===== src/rtl/addsub_pkg.sv =====
package addsub_pkg;
  localparam int unsigned DATA_W = 32;
  localparam int unsigned IMM_W  = 16;

  typedef enum logic {
    OP_ADD = 1'b0,
    OP_SUB = 1'b1
  } addsub_op_e;
endpackage


===== src/rtl/addsub_operand.sv =====
module addsub_operand #(
  parameter int unsigned WIDTH = addsub_pkg::DATA_W,
  parameter int unsigned IMM_W = addsub_pkg::IMM_W
) (
  input  logic [WIDTH-1:0] b_i,
  input  logic [IMM_W-1:0] imm_i,
  input  logic             use_imm_i,
  input  logic             sub_i,
  output logic [WIDTH-1:0] b_eff_o
);
  localparam int unsigned EXT_W = WIDTH - IMM_W;

  logic [WIDTH-1:0] imm_ext;
  logic [WIDTH-1:0] b_sel;

  assign imm_ext[IMM_W-1:0] = imm_i;
  for (genvar g = IMM_W; g < WIDTH; g++) begin : g_ext
    assign imm_ext[g] = imm_i[IMM_W-1];
  end

  assign b_sel = use_imm_i ? imm_ext : b_i;

  // conditional inversion per bit; +1 comes via carry-in
  for (genvar g = 0; g < WIDTH; g++) begin : g_inv
    assign b_eff_o[g] = b_sel[g] ^ sub_i;
  end

  if (EXT_W == 0) begin : g_no_ext
  end
endmodule


===== src/rtl/addsub_fa.sv =====
module addsub_fa (
  input  logic a_i,
  input  logic b_i,
  input  logic c_i,
  output logic s_o,
  output logic c_o
);
  logic p;
  assign p   = a_i ^ b_i;
  assign s_o = p ^ c_i;
  assign c_o = (a_i & b_i) | (p & c_i);
endmodule


===== src/rtl/addsub_chain.sv =====
module addsub_chain #(
  parameter int unsigned WIDTH = addsub_pkg::DATA_W
) (
  input  logic [WIDTH-1:0] a_i,
  input  logic [WIDTH-1:0] b_i,
  input  logic             cin_i,
  output logic [WIDTH-1:0] sum_o,
  output logic             c_top_in_o,
  output logic             c_top_out_o
);
  logic [WIDTH:0] c;

  assign c[0] = cin_i;

  for (genvar g = 0; g < WIDTH; g++) begin : g_bit
    addsub_fa i_fa (
      .a_i (a_i[g]),
      .b_i (b_i[g]),
      .c_i (c[g]),
      .s_o (sum_o[g]),
      .c_o (c[g+1])
    );
  end

  assign c_top_in_o  = c[WIDTH-1];
  assign c_top_out_o = c[WIDTH];
endmodule


===== src/rtl/addsub_trap.sv =====
module addsub_trap #(
  parameter int unsigned WIDTH = addsub_pkg::DATA_W,
  parameter int unsigned IMM_W = addsub_pkg::IMM_W
) (
  input  logic [WIDTH-1:0] a_i,
  input  logic [WIDTH-1:0] b_i,
  input  logic [IMM_W-1:0] imm_i,
  input  logic             use_imm_i,
  input  logic             sub_i,
  input  logic             signed_i,
  output logic [WIDTH-1:0] sum_o,
  output logic             carry_o,
  output logic             ovf_o,
  output logic             trap_o
);
  import addsub_pkg::*;

  addsub_op_e       op;
  logic [WIDTH-1:0] b_eff;
  logic             c_top_in;
  logic             c_top_out;

  assign op = addsub_op_e'(sub_i);

  addsub_operand #(.WIDTH(WIDTH), .IMM_W(IMM_W)) i_operand (
    .b_i       (b_i),
    .imm_i     (imm_i),
    .use_imm_i (use_imm_i),
    .sub_i     (op == OP_SUB),
    .b_eff_o   (b_eff)
  );

  addsub_chain #(.WIDTH(WIDTH)) i_chain (
    .a_i         (a_i),
    .b_i         (b_eff),
    .cin_i       (op == OP_SUB),
    .sum_o       (sum_o),
    .c_top_in_o  (c_top_in),
    .c_top_out_o (c_top_out)
  );

  assign carry_o = c_top_out;
  // signed overflow: carries into and out of the sign bit disagree
  assign ovf_o   = c_top_in ^ c_top_out;
  assign trap_o  = ovf_o & signed_i;
endmodule


===== config.mk =====
export PLATFORM = sky130hd
export DESIGN_NAME = addsub_trap
export DESIGN_NICKNAME = d
export VERILOG_FILES = /design/src/rtl/addsub_pkg.sv /design/src/rtl/addsub_operand.sv /design/src/rtl/addsub_fa.sv /design/src/rtl/addsub_chain.sv /design/src/rtl/addsub_trap.sv
export SDC_FILE = /design/constraint.sdc
export NUM_CORES = 1
export LEC_CHECK = 0
export CAP_MARGIN = 20
export CORE_MARGIN = 10
export CORE_UTILIZATION = 42
export DETAILED_ROUTE_END_ITERATION = 10
export PLACE_DENSITY = 0.91
export SLEW_MARGIN = 20
export SYNTH_ARGS = -nofsm -noshare
export SYNTH_HDL_FRONTEND = slang
export SYNTH_SLANG_ARGS = --single-unit

===== constraint.sdc =====
create_clock -name vclk -period 78.1
set_input_delay 23.43 -clock vclk [all_inputs]
set_output_delay 23.43 -clock vclk [all_outputs]
set_load 0.01 [all_outputs]

# Word level (Yosys, flattened, before mapping)
# Cells that the tools add are included.
[word_totals]
reg_bits = 0
out_inout_bits = 35
wordCells = 195
[classes]
mux = 1
n_bitwise = 194
[ops]
columns = ["op", "n"]
rows = [
  ["bitwise XOR 1 bit", 97],
  ["AND 1 bit", 65],
  ["2-to-1 mux 32 bit", 1],
  ["bitwise OR 1 bit", 32],
]

# Logic depth before layout (Yosys ltp)
# Gate-level depths: netlist (run 1).
[depth]
word_depth = 69
ltp_mapped = 37
mapped_depth_nobuf = 35

# Modules after synthesis
# Synthesis (run 1) repeated with hierarchy kept, for this count alone.
[hier_totals]
cells_unflattened = 108
area_unflattened_um2 = 1360.1
[by_module_without_submodules]
columns = ["mod", "n_inst", "cells_each", "area_each_um2", "seq_area_each_um2"]
rows = [
  ["addsub_operand", 1, 74, 704.4, 0.0],
  ["addsub_fa", 32, 1, 20.0, 0.0],
  ["addsub_trap", 1, 2, 15.0, 0.0],
]

# Worst setup path after synthesis (run 1)
# Ideal clock, no wire load.
[synth_path]
kind = "input to output"
startpoint = "input use_imm_i"
endpoint = "output trap_o"
t_arrival_ns = 36.341
path_slack_ns = 18.329
stages = 37
n_path_buf = 2
cell_sequence = "buf_6 -> buf_8 -> mux2i_1 -> xor2_1 -> fa_1 -> fa_1 -> fa_1 -> fa_1 -> fa_1 -> fa_1 -> fa_1 -> fa_1 -> fa_1 -> fa_1 -> fa_1 -> fa_1 -> fa_1 -> fa_1 -> fa_1 -> fa_1 -> fa_1 -> fa_1 -> fa_1 -> fa_1 -> fa_1 -> fa_1 -> fa_1 -> fa_1 -> fa_1 -> fa_1 -> fa_1 -> fa_1 -> fa_1 -> fa_1 -> fa_1 -> xor2_1 -> and2_1"
[synth_via]
elab_chain_cells = 69
word_cells_on_any_way = 163
classes_between = "mux: 1; bitwise: 162"
[synth_lines]
columns = ["element", "line_no", "rtl"]
rows = [
  ["start: declaration", "addsub_trap.sv:8", "input logic use_imm_i,"],
  ["2-to-1 mux 32 bit *", "addsub_operand.sv:21", "assign b_sel = use_imm_i ? imm_ext : b_i;"],
  ["bitwise XOR 1 bit", "addsub_operand.sv:25", "assign b_eff_o[g] = b_sel[g] ^ sub_i;"],
  ["bitwise XOR 1 bit", "addsub_fa.sv:9", "assign p = a_i ^ b_i;"],
  ["AND 1 bit", "addsub_fa.sv:11", "assign c_o = (a_i & b_i) | (p & c_i);"],
  ["bitwise OR 1 bit", "addsub_fa.sv:11", ""],
  ["AND 1 bit", "addsub_fa.sv:11", ""],
  ["bitwise OR 1 bit", "addsub_fa.sv:11", ""],
  ["AND 1 bit", "addsub_fa.sv:11", ""],
  ["(+54 left out)", "--", ""],
  ["bitwise OR 1 bit", "addsub_fa.sv:11", ""],
  ["AND 1 bit", "addsub_fa.sv:11", ""],
  ["bitwise OR 1 bit", "addsub_fa.sv:11", ""],
  ["AND 1 bit", "addsub_fa.sv:11", ""],
  ["bitwise OR 1 bit", "addsub_fa.sv:11", ""],
  ["bitwise XOR 1 bit *", "addsub_trap.sv:44", "assign ovf_o = c_top_in ^ c_top_out;"],
  ["net ovf_o", "addsub_trap.sv:13", "output logic ovf_o,"],
  ["AND 1 bit *", "addsub_trap.sv:45", "assign trap_o = ovf_o & signed_i;"],
  ["end: declaration", "addsub_trap.sv:14", "output logic trap_o"],
]
# Mark *: on every way through the listed nets, which the timed path passes. The rest lies on a longest branch.

# Worst setup path after layout (run 1)
[layout_path]
startpoint = "input use_imm_i"
endpoint = "output trap_o"
[layout_via]
elab_chain_cells = 69
word_cells_on_any_way = 163
classes_between = "mux: 1; bitwise: 162"
[layout_lines]
columns = ["element", "line_no"]
rows = [
  ["2-to-1 mux 32 bit *", "addsub_operand.sv:21"],
  ["bitwise XOR 1 bit", "addsub_operand.sv:25"],
  ["bitwise XOR 1 bit", "addsub_fa.sv:9"],
  ["AND 1 bit", "addsub_fa.sv:11"],
  ["bitwise OR 1 bit", "addsub_fa.sv:11"],
  ["AND 1 bit", "addsub_fa.sv:11"],
  ["bitwise OR 1 bit", "addsub_fa.sv:11"],
  ["AND 1 bit", "addsub_fa.sv:11"],
  ["(+53 left out)", "--"],
  ["AND 1 bit", "addsub_fa.sv:11"],
  ["bitwise OR 1 bit", "addsub_fa.sv:11"],
  ["AND 1 bit", "addsub_fa.sv:11"],
  ["bitwise OR 1 bit", "addsub_fa.sv:11"],
  ["AND 1 bit", "addsub_fa.sv:11"],
  ["bitwise OR 1 bit", "addsub_fa.sv:11"],
  ["bitwise XOR 1 bit *", "addsub_trap.sv:44"],
  ["AND 1 bit *", "addsub_trap.sv:45"],
]
# Every way passes the cells marked *; elsewhere a longest branch is shown, timed or not.

==> results.toml, run 1 <==
[critical_path]
path_class = "in2out"
cp_slowest_cell = "buf_2"
cp_max_fo = 32
critical-path-max-stage-delay_ns = 0.70
worstSetupEndpointType = "output pin"
critPathRequiredTime_ns = 54.67
arrival_ns = 37.94
start_kind = "primary input"
crit_path_frequent_cell = "fa_1"

[synth]
syn-cell-area_sq_um = 1820
synth_top_family_by_area = "adder cells"
syn_inst = 203
yosysSeqAreaShare_pct = 0
synth_warnings = 0
synth_mux_area_share_pct = 18.14
synth_fa_ha_area_share_pct = 34.09
synth-xor-area-share_pct = 15.88
yosysTopAreaCell = "fa_1"
synth_area_leaders = "fa_1 (34%), mux2i_1 (18%), xor2_1 (15%)"
yosys.area_share.simple_pct = 0.3436
synth_top_area_share_pct = 34.09
synthDistinctLibCells = 10
synth_nets = 317
synth_compound_area_share_pct = 0
synth_area_per_cell_sq_um = 8.968

[outcome]
status = "finished, final reports clean"

[worst_hold_path]
hp-class = "in2out"
whs_endpoint = "trap_o"
min_from = "signed_i"
min_delay_path_depth = 3

[sta]
finalCritPeriodShare_pct = 78.57
slew_headroom_pct = 37.58
worst_pin_slew_ns = 0.9362
setup_violations = 0
tns_ns = 0
min_period_ns = 61.37
fmax_mhz = 16.30
drv_slew = 0
rsz0062_at_grt = "no"
hold_viol = 0

[floorplanning]
initial_core_util_pct = 44.55
core-area_sq_um = 4086
die_y_um = 85.84
ios = 118
fp.dieW_um = 85.84
rows = 23
die-area_sq_um = 7368

[drt]
drt-total-wl_um = 5076
drt_iter0_markers = 13
drc = 0
ant_nets = 0
drt-wirelength-per-cell_um = 15.34
drt_first_pass_iters = 2
vias = 1421
vias_per_cell = 4.293

[clocking]
cts_resized = 0
hold_buffers = 0
postCtsSetupBuffers = 0

[global_route]
overflow = 0
grt_pass1_wl_um = 8369
grt_pass1_vias = 1669
grt_max_degree = 33
antenna_found_initial = 0
grt_util_all_layers_pct = 13.79

[power_and_ir_drop]
power_uw = 33.73
p_leak_uw = 0.001369
vdd_ir_drop_max_uv = 6.269
power-per-cell-area_nw_per_um2 = 12.35

[placement]
dp_cells = 331
post-dp-hpwl_um = 4673
placed_cell_area_sq_um = 2731
gp_routability_congestion = 0.7171
io_buffers = 118

[layout]
drive_above_1_share_pct = 1.423
nClkBuffers = 0
synthToLayoutAreaGrowth_pct = 50.03
nFlopsAndLatches = 0
stdcell_count = 331
final_core_util_pct = 66.84
num_antenna_cells = 0
fin_area_sq_um = 2731
seqCellArea_sq_um = 0
fin_nets = 397

[run]
maxCapViolations = 0
-- Yosys cell counts, drive strengths merged --
cell   instances
xor2          32
mux2i         33
inv           63
and2           1
fa            31
buf           42
xnor2          1
-- layer usage --
layer | GRT usage [%] | wire length [um] | share of wire [%]
met1 | 12.79 | 1595 | 31
met5 | 0 | 0 | 0
met2 | 27.66 | 2816 | 55
met3 | 6.055 | 606 | 12
met4 | 1.198 | 58 | 1.1
-- per-stage QoR --
step           setup slack [ns]  hold slack, ns
6_report                  16.73           47.87
3_5_place_dp              16.63           47.87
5_1_grt                   16.11           47.90
4_1_cts                   16.58           47.88
2_1_floorplan             18.33           47.00
3_3_place_gp              17.05           47.88
-- cells by family after synthesis --
group | count (synthesis)
AND/OR/NAND/NOR | 1
XOR/XNOR | 33
multiplexers | 33
adder cells (fa/ha/maj) | 31
buffers and inverters | 105
-- power breakdown --
group | internal, uW | switching [uW]
Sequential | 0 | 0
Clock | 0 | 0
Combinational | 19.5 | 14.2
-- critical path: cells and delay by family --
kind                       cells  cell delay (ns)
adders and majority gates     31            12.34
and+or+nand+nor                1             0.15
muxes                          2             0.58
xor gates and xnor gates       1             0.19
buffers and inverters          2             1.24
-- worst max-delay path by stage --
stage	start	end	slack, ns
2_1_floorplan	use_imm_i	trap_o	18.33
3_3_place_gp	use_imm_i	trap_o	17.05
3_5_place_dp	use_imm_i	trap_o	16.63
4_1_cts	use_imm_i	trap_o	16.58
5_1_grt	use_imm_i	trap_o	16.11
6_report	use_imm_i	trap_o	16.73
-- placed cells by master (no fill, tap or decap) --
cell	instances
clkdlybuf4s50_1	116
fa_1	31
buf_2	2
and2_1	1
mux2i_1	33
inv_1	63
xor2_1	32
xnor2_1	1
buf_4	2
-- area by class of cell --
cell class	count	area, sq um
timing repair buffer	120	1186
tap	50	62.56
inverter	63	236.5
multi-input combinational	98	1246
fill	348	1355
Note: power is estimated with default switching activity, not from simulation.
==> run 2, diff against run 1 <==
--- a/config.mk
+++ b/config.mk
@@ -7,9 +7,9 @@
 export LEC_CHECK = 0
 export CAP_MARGIN = 20
 export CORE_MARGIN = 10
-export CORE_UTILIZATION = 42
+export CORE_UTILIZATION = 39
 export DETAILED_ROUTE_END_ITERATION = 10
-export PLACE_DENSITY = 0.91
+export PLACE_DENSITY = 0.86
 export SLEW_MARGIN = 20
 export SYNTH_ARGS = -nofsm -noshare
 export SYNTH_HDL_FRONTEND = slang
==> constraint.sdc (replaced) <==
create_clock -name vclk -period 63.5
set_input_delay 19.05 -clock vclk [all_inputs]
set_output_delay 19.05 -clock vclk [all_outputs]
set_load 0.01 [all_outputs]
==> run 2 against run 1 <==
Global-route usage shrank 1.1 points. Final cell count grew 0.60%. Sequential share of layout area is the same. Worst setup slack lost 5.5 ns. Critical path depth grew 1. Die area grew 5.9%. Combinational power grew 23%. Worst hold slack lost 8.8 ns. First-iteration DRC count grew to 2.6 times the previous value. Non-clock buffer count is the same. Flip-flop and latch count is the same. Clock-buffer cell count is the same. Critical endpoint unchanged. Largest cell class unchanged.
==> results.toml, run 2 (synthesized netlist as in run 1, its figures left out) <==
[layout]
drive_above_1_share_pct = 1.423
num_antenna_cells = 0
nClkBuffers = 0
synthToLayoutAreaGrowth_pct = 50.17
final_core_util_pct = 61.51
mostFrequentLayoutCells = "clkdlybuf4s50_1 (116), inv_1 (63), mux2i_1 (33)"
multi_input_area_sq_um = 1246
seqCellArea_sq_um = 0
final_common_cell = "clkdlybuf4s50_1"
fin_area_sq_um = 2734
nFlopsAndLatches = 0
fin_nets = 397
fill_cells = 413

[sta]
tns_ns = 0
hold_viol = 0
fmax_mhz = 19.12
finalCritPeriodShare_pct = 82.35
slew_headroom_pct = 60.15
rsz0062_at_grt = "no"
drv_slew = 0
worst_pin_slew_ns = 0.5958
setup_violations = 0
min_period_ns = 52.29

[global_route]
grt_max_degree = 33
grt_pass1_vias = 1676
antenna_found_initial = 0
grt_pass1_wl_um = 8052
overflow = 0
grt_util_all_layers_pct = 12.65

[critical_path]
arrival_ns = 33.24
cp_top_family = "adder cells"
critPathRequiredTime_ns = 44.45
worst-path-stages = 38
path_class = "in2out"
crit_path_frequent_cell = "fa_1"
cp_slowest_cell = "clkdlybuf4s50_1"
start_kind = "primary input"
crit_buf_inv = 3
cp_max_fo = 32
worstSetupEndpointType = "output pin"
critical-path-max-stage-delay_ns = 0.53

[drt]
drc = 0
vias_per_cell = 4.318
vias = 1438
drt_first_pass_iters = 2
drt-total-wl_um = 5001
ant_nets = 0
drt-wirelength-per-cell_um = 15.02
drt_iter0_markers = 34

[power_and_ir_drop]
pwr-share-comb_pct = 100.0
p_leak_uw = 0.001369
sw_frac_of_total_pct = 42.25
vdd_ir_drop_max_uv = 7.545
p_clk_share_pct = 0
switchingPower_uw = 17.47
p_int_uw = 23.88
pwr-share-seq_pct = 0
power-per-cell-area_nw_per_um2 = 15.12

[clocking]
postCtsSetupBuffers = 0
cts_resized = 0
hold_buffers = 0

[floorplanning]
rows = 24
initial_core_util_pct = 40.96
ios = 118
fp.dieW_um = 88.32
core-area_sq_um = 4444
die-area_sq_um = 7800
die_y_um = 88.32

[worst_hold_path]
whs_endpoint = "trap_o"
hp-class = "in2out"
min_delay_path_depth = 3
min_from = "signed_i"

[run]
maxCapViolations = 0

[placement]
gp_routability_congestion = 0.7423
placed_cell_area_sq_um = 2734
io_buffers = 118
post-dp-hpwl_um = 4605

[outcome]
status = "finished, final reports clean"
[run 2: cell counts in the layout (fill, tap and decap cells not counted)]
No cell type changed its count.
[run 2: final cells by class]
cell class / count / area share, %
well taps: 52 / 2.380
repair buffers: 120 / 43.39
multi-input cells: 98 / 45.58
inverters: 63 / 8.650
[run 2: per-stage QoR]
| step | setup slack, ns | hold WS [ns] | power (uW) | cells |
|---|---|---|---|---|
| detailed placement | 11.09 | 39.11 | 42.28 | 333 |
| finish | 11.21 | 39.10 | 41.35 | 333 |
| global route | 10.68 | 39.16 | 46.24 | 333 |
| global placement | 11.43 | 39.11 | 41.04 | 333 |
| CTS | 11.09 | 39.11 | 42.45 | 333 |
| floorplan | 12.49 | 38.24 | 28.44 | 203 |
[run 2: power groups by stage]
stage / registers [uW] / clock network (uW) / logic, uW
finish: 0 / 0 / 41.3
global route: 0 / 0 / 46.2
CTS: 0 / 0 / 42.4
detailed placement: 0 / 0 / 42.3
global placement: 0 / 0 / 41.0
floorplan: 0 / 0 / 28.4
[run 2: worst max path at each step]
stage               slack, ns       from  endpoint
detailed placement      11.09  use_imm_i    trap_o
global placement        11.43  use_imm_i    trap_o
global route            10.68  use_imm_i    trap_o
finish                  11.21  use_imm_i    trap_o
CTS                     11.09  use_imm_i    trap_o
floorplan               12.49  use_imm_i    trap_o
[run 2: metal layers]
layer / up-vias / track usage, % / share of wire (%)
met5: - / 0 / 0
met4: 0 / 0 / 0
met3: 0 / 3.033 / 8.2
met2: 60 / 26.72 / 58
met1: 680 / 12.66 / 34
li1: 698 / - / -
==> run 3, diff against run 2 <==
==> constraint.sdc (replaced) <==
create_clock -name vclk -period 52.8
set_input_delay 15.84 -clock vclk [all_inputs]
set_output_delay 15.84 -clock vclk [all_outputs]
set_load 0.01 [all_outputs]
==> run 3 against run 2 <==
Clock-buffer cell count stayed put. Non-clock buffer count stayed put. Worst hold slack worse by 6.4 ns. Power is 21% higher. Flip-flop and latch count stayed put. Final cell count stayed put. Utilization stayed put. Global-route usage is 0.19 points lower. First-iteration DRC count is 26% lower. Critical path depth stayed put. Combinational power is 21% higher. Via count is 1.5% lower. Critical path type unchanged. Largest power group unchanged.
==> results.toml, run 3 (synthesized netlist as in run 1, its figures left out) <==
[floorplanning]
core-area_sq_um = 4444
initial_core_util_pct = 40.96
die-area_sq_um = 7800
fp.dieW_um = 88.32
rows = 24
ios = 118
die_y_um = 88.32

[power_and_ir_drop]
pwr-share-seq_pct = 0
power-per-cell-area_nw_per_um2 = 18.24
pwr-share-comb_pct = 100.0
switchingPower_uw = 21.05
p_clk_share_pct = 0
power_uw = 49.85
p_leak_uw = 0.001369
sw_frac_of_total_pct = 42.23
vdd_ir_drop_max_uv = 9.111
p_int_uw = 28.80

[layout]
seqCellArea_sq_um = 0
drive_above_1_share_pct = 1.423
nClkBuffers = 0
mostFrequentLayoutCells = "clkdlybuf4s50_1 (116), inv_1 (63), mux2i_1 (33)"
final_common_cell = "clkdlybuf4s50_1"
stdcell_count = 333
synthToLayoutAreaGrowth_pct = 50.17
fill_cells = 409
num_antenna_cells = 0
fin_nets = 397
nFlopsAndLatches = 0

[critical_path]
cp_slowest_cell = "clkdlybuf4s50_1"
critPathRequiredTime_ns = 36.96
critical-path-max-stage-delay_ns = 0.53
worstSetupEndpointType = "output pin"
path_class = "in2out"
cp_max_fo = 32
start_kind = "primary input"
crit_path_frequent_cell = "fa_1"
arrival_ns = 30.06

[drt]
drt-wirelength-per-cell_um = 15.05
ant_nets = 0
vias_per_cell = 4.252
drt_first_pass_iters = 3
drc = 0
drt_iter0_markers = 25
wl_met3_um = 445
drt-total-wl_um = 5013
vias = 1416
wirelength_met1_um = 1659
wl_met2_um = 2908
topRoutingLayerUsed = "met3"

[global_route]
overflow = 0
grt_pass1_vias = 1618
grt_util_all_layers_pct = 12.46
antenna_found_initial = 0
grt_max_degree = 33
grt_pass1_wl_um = 7879

[placement]
post-dp-hpwl_um = 4646
io_buffers = 118
gp_routability_congestion = 0.7422
dp_cells = 333

[clocking]
postCtsSetupBuffers = 0
hold_buffers = 0
cts_resized = 0

[sta]
slew_headroom_pct = 61.07
tns_ns = 0
rsz0062_at_grt = "no"
fmax_mhz = 21.79
hold_viol = 0
min_period_ns = 45.90
finalCritPeriodShare_pct = 86.94
worst_pin_slew_ns = 0.5821
drv_slew = 0
setup_violations = 0

[worst_hold_path]
hp-class = "in2out"

[outcome]
status = "finished, final reports clean"

[run]
maxCapViolations = 0
==> run 3: power groups by stage <==
| stage | Combinational (uW) | Sequential [uW] | Clock, uW |
|---|---|---|---|
| after floorplan | 34.2 | 0 | 0 |
| after global placement | 49.4 | 0 | 0 |
| after detailed placement | 51.0 | 0 | 0 |
| after CTS | 51.2 | 0 | 0 |
| after global routing | 55.3 | 0 | 0 |
| final | 49.9 | 0 | 0 |
==> run 3: routing by layer <==
layer | track usage, % | up-vias
li1 | - | 701
met5 | 0 | -
met3 | 3.401 | 0
met2 | 26.52 | 60
met1 | 12.06 | 655
met4 | 0 | 0
==> run 3: worst paths after layout <==
kind | startpoint | endpoint | slack, ns | cells past startpoint
worst max-delay path | use_imm_i | trap_o | 6.90 | 38
worst min-delay path | signed_i | trap_o | 32.69 | 3
==> run 3: through the flow <==
stage | area (sq um) | hold WS, ns | setup slack, ns | utilization (%)
6_report | 2734 | 32.69 | 6.897 | 61.51
5_1_grt | 2734 | 32.73 | 6.364 | 61.51
4_1_cts | 2734 | 32.69 | 6.772 | 61.51
3_5_place_dp | 2734 | 32.69 | 6.774 | 61.51
3_3_place_gp | 2734 | 32.69 | 7.150 | 61.51
2_1_floorplan | 1821 | 31.82 | 8.209 | -
==> run 3: critical path: cells and delay by family <==
family	cells	cell delay (ns)
XOR/XNOR	1	0.19
buffers and inverters	3	1.05
adder cells (fa/ha/maj)	31	12.32
AND/OR/NAND/NOR	1	0.15
multiplexers	2	0.49
==> run 3: cell type report <==
| class | count | area (sq um) | share of cell area, % |
|---|---|---|---|
| well taps | 52 | 65.06 | 2.380 |
| repair buffers | 120 | 1186 | 43.39 |
| inverters | 63 | 236.5 | 8.650 |
| multi-input cells | 98 | 1246 | 45.58 |
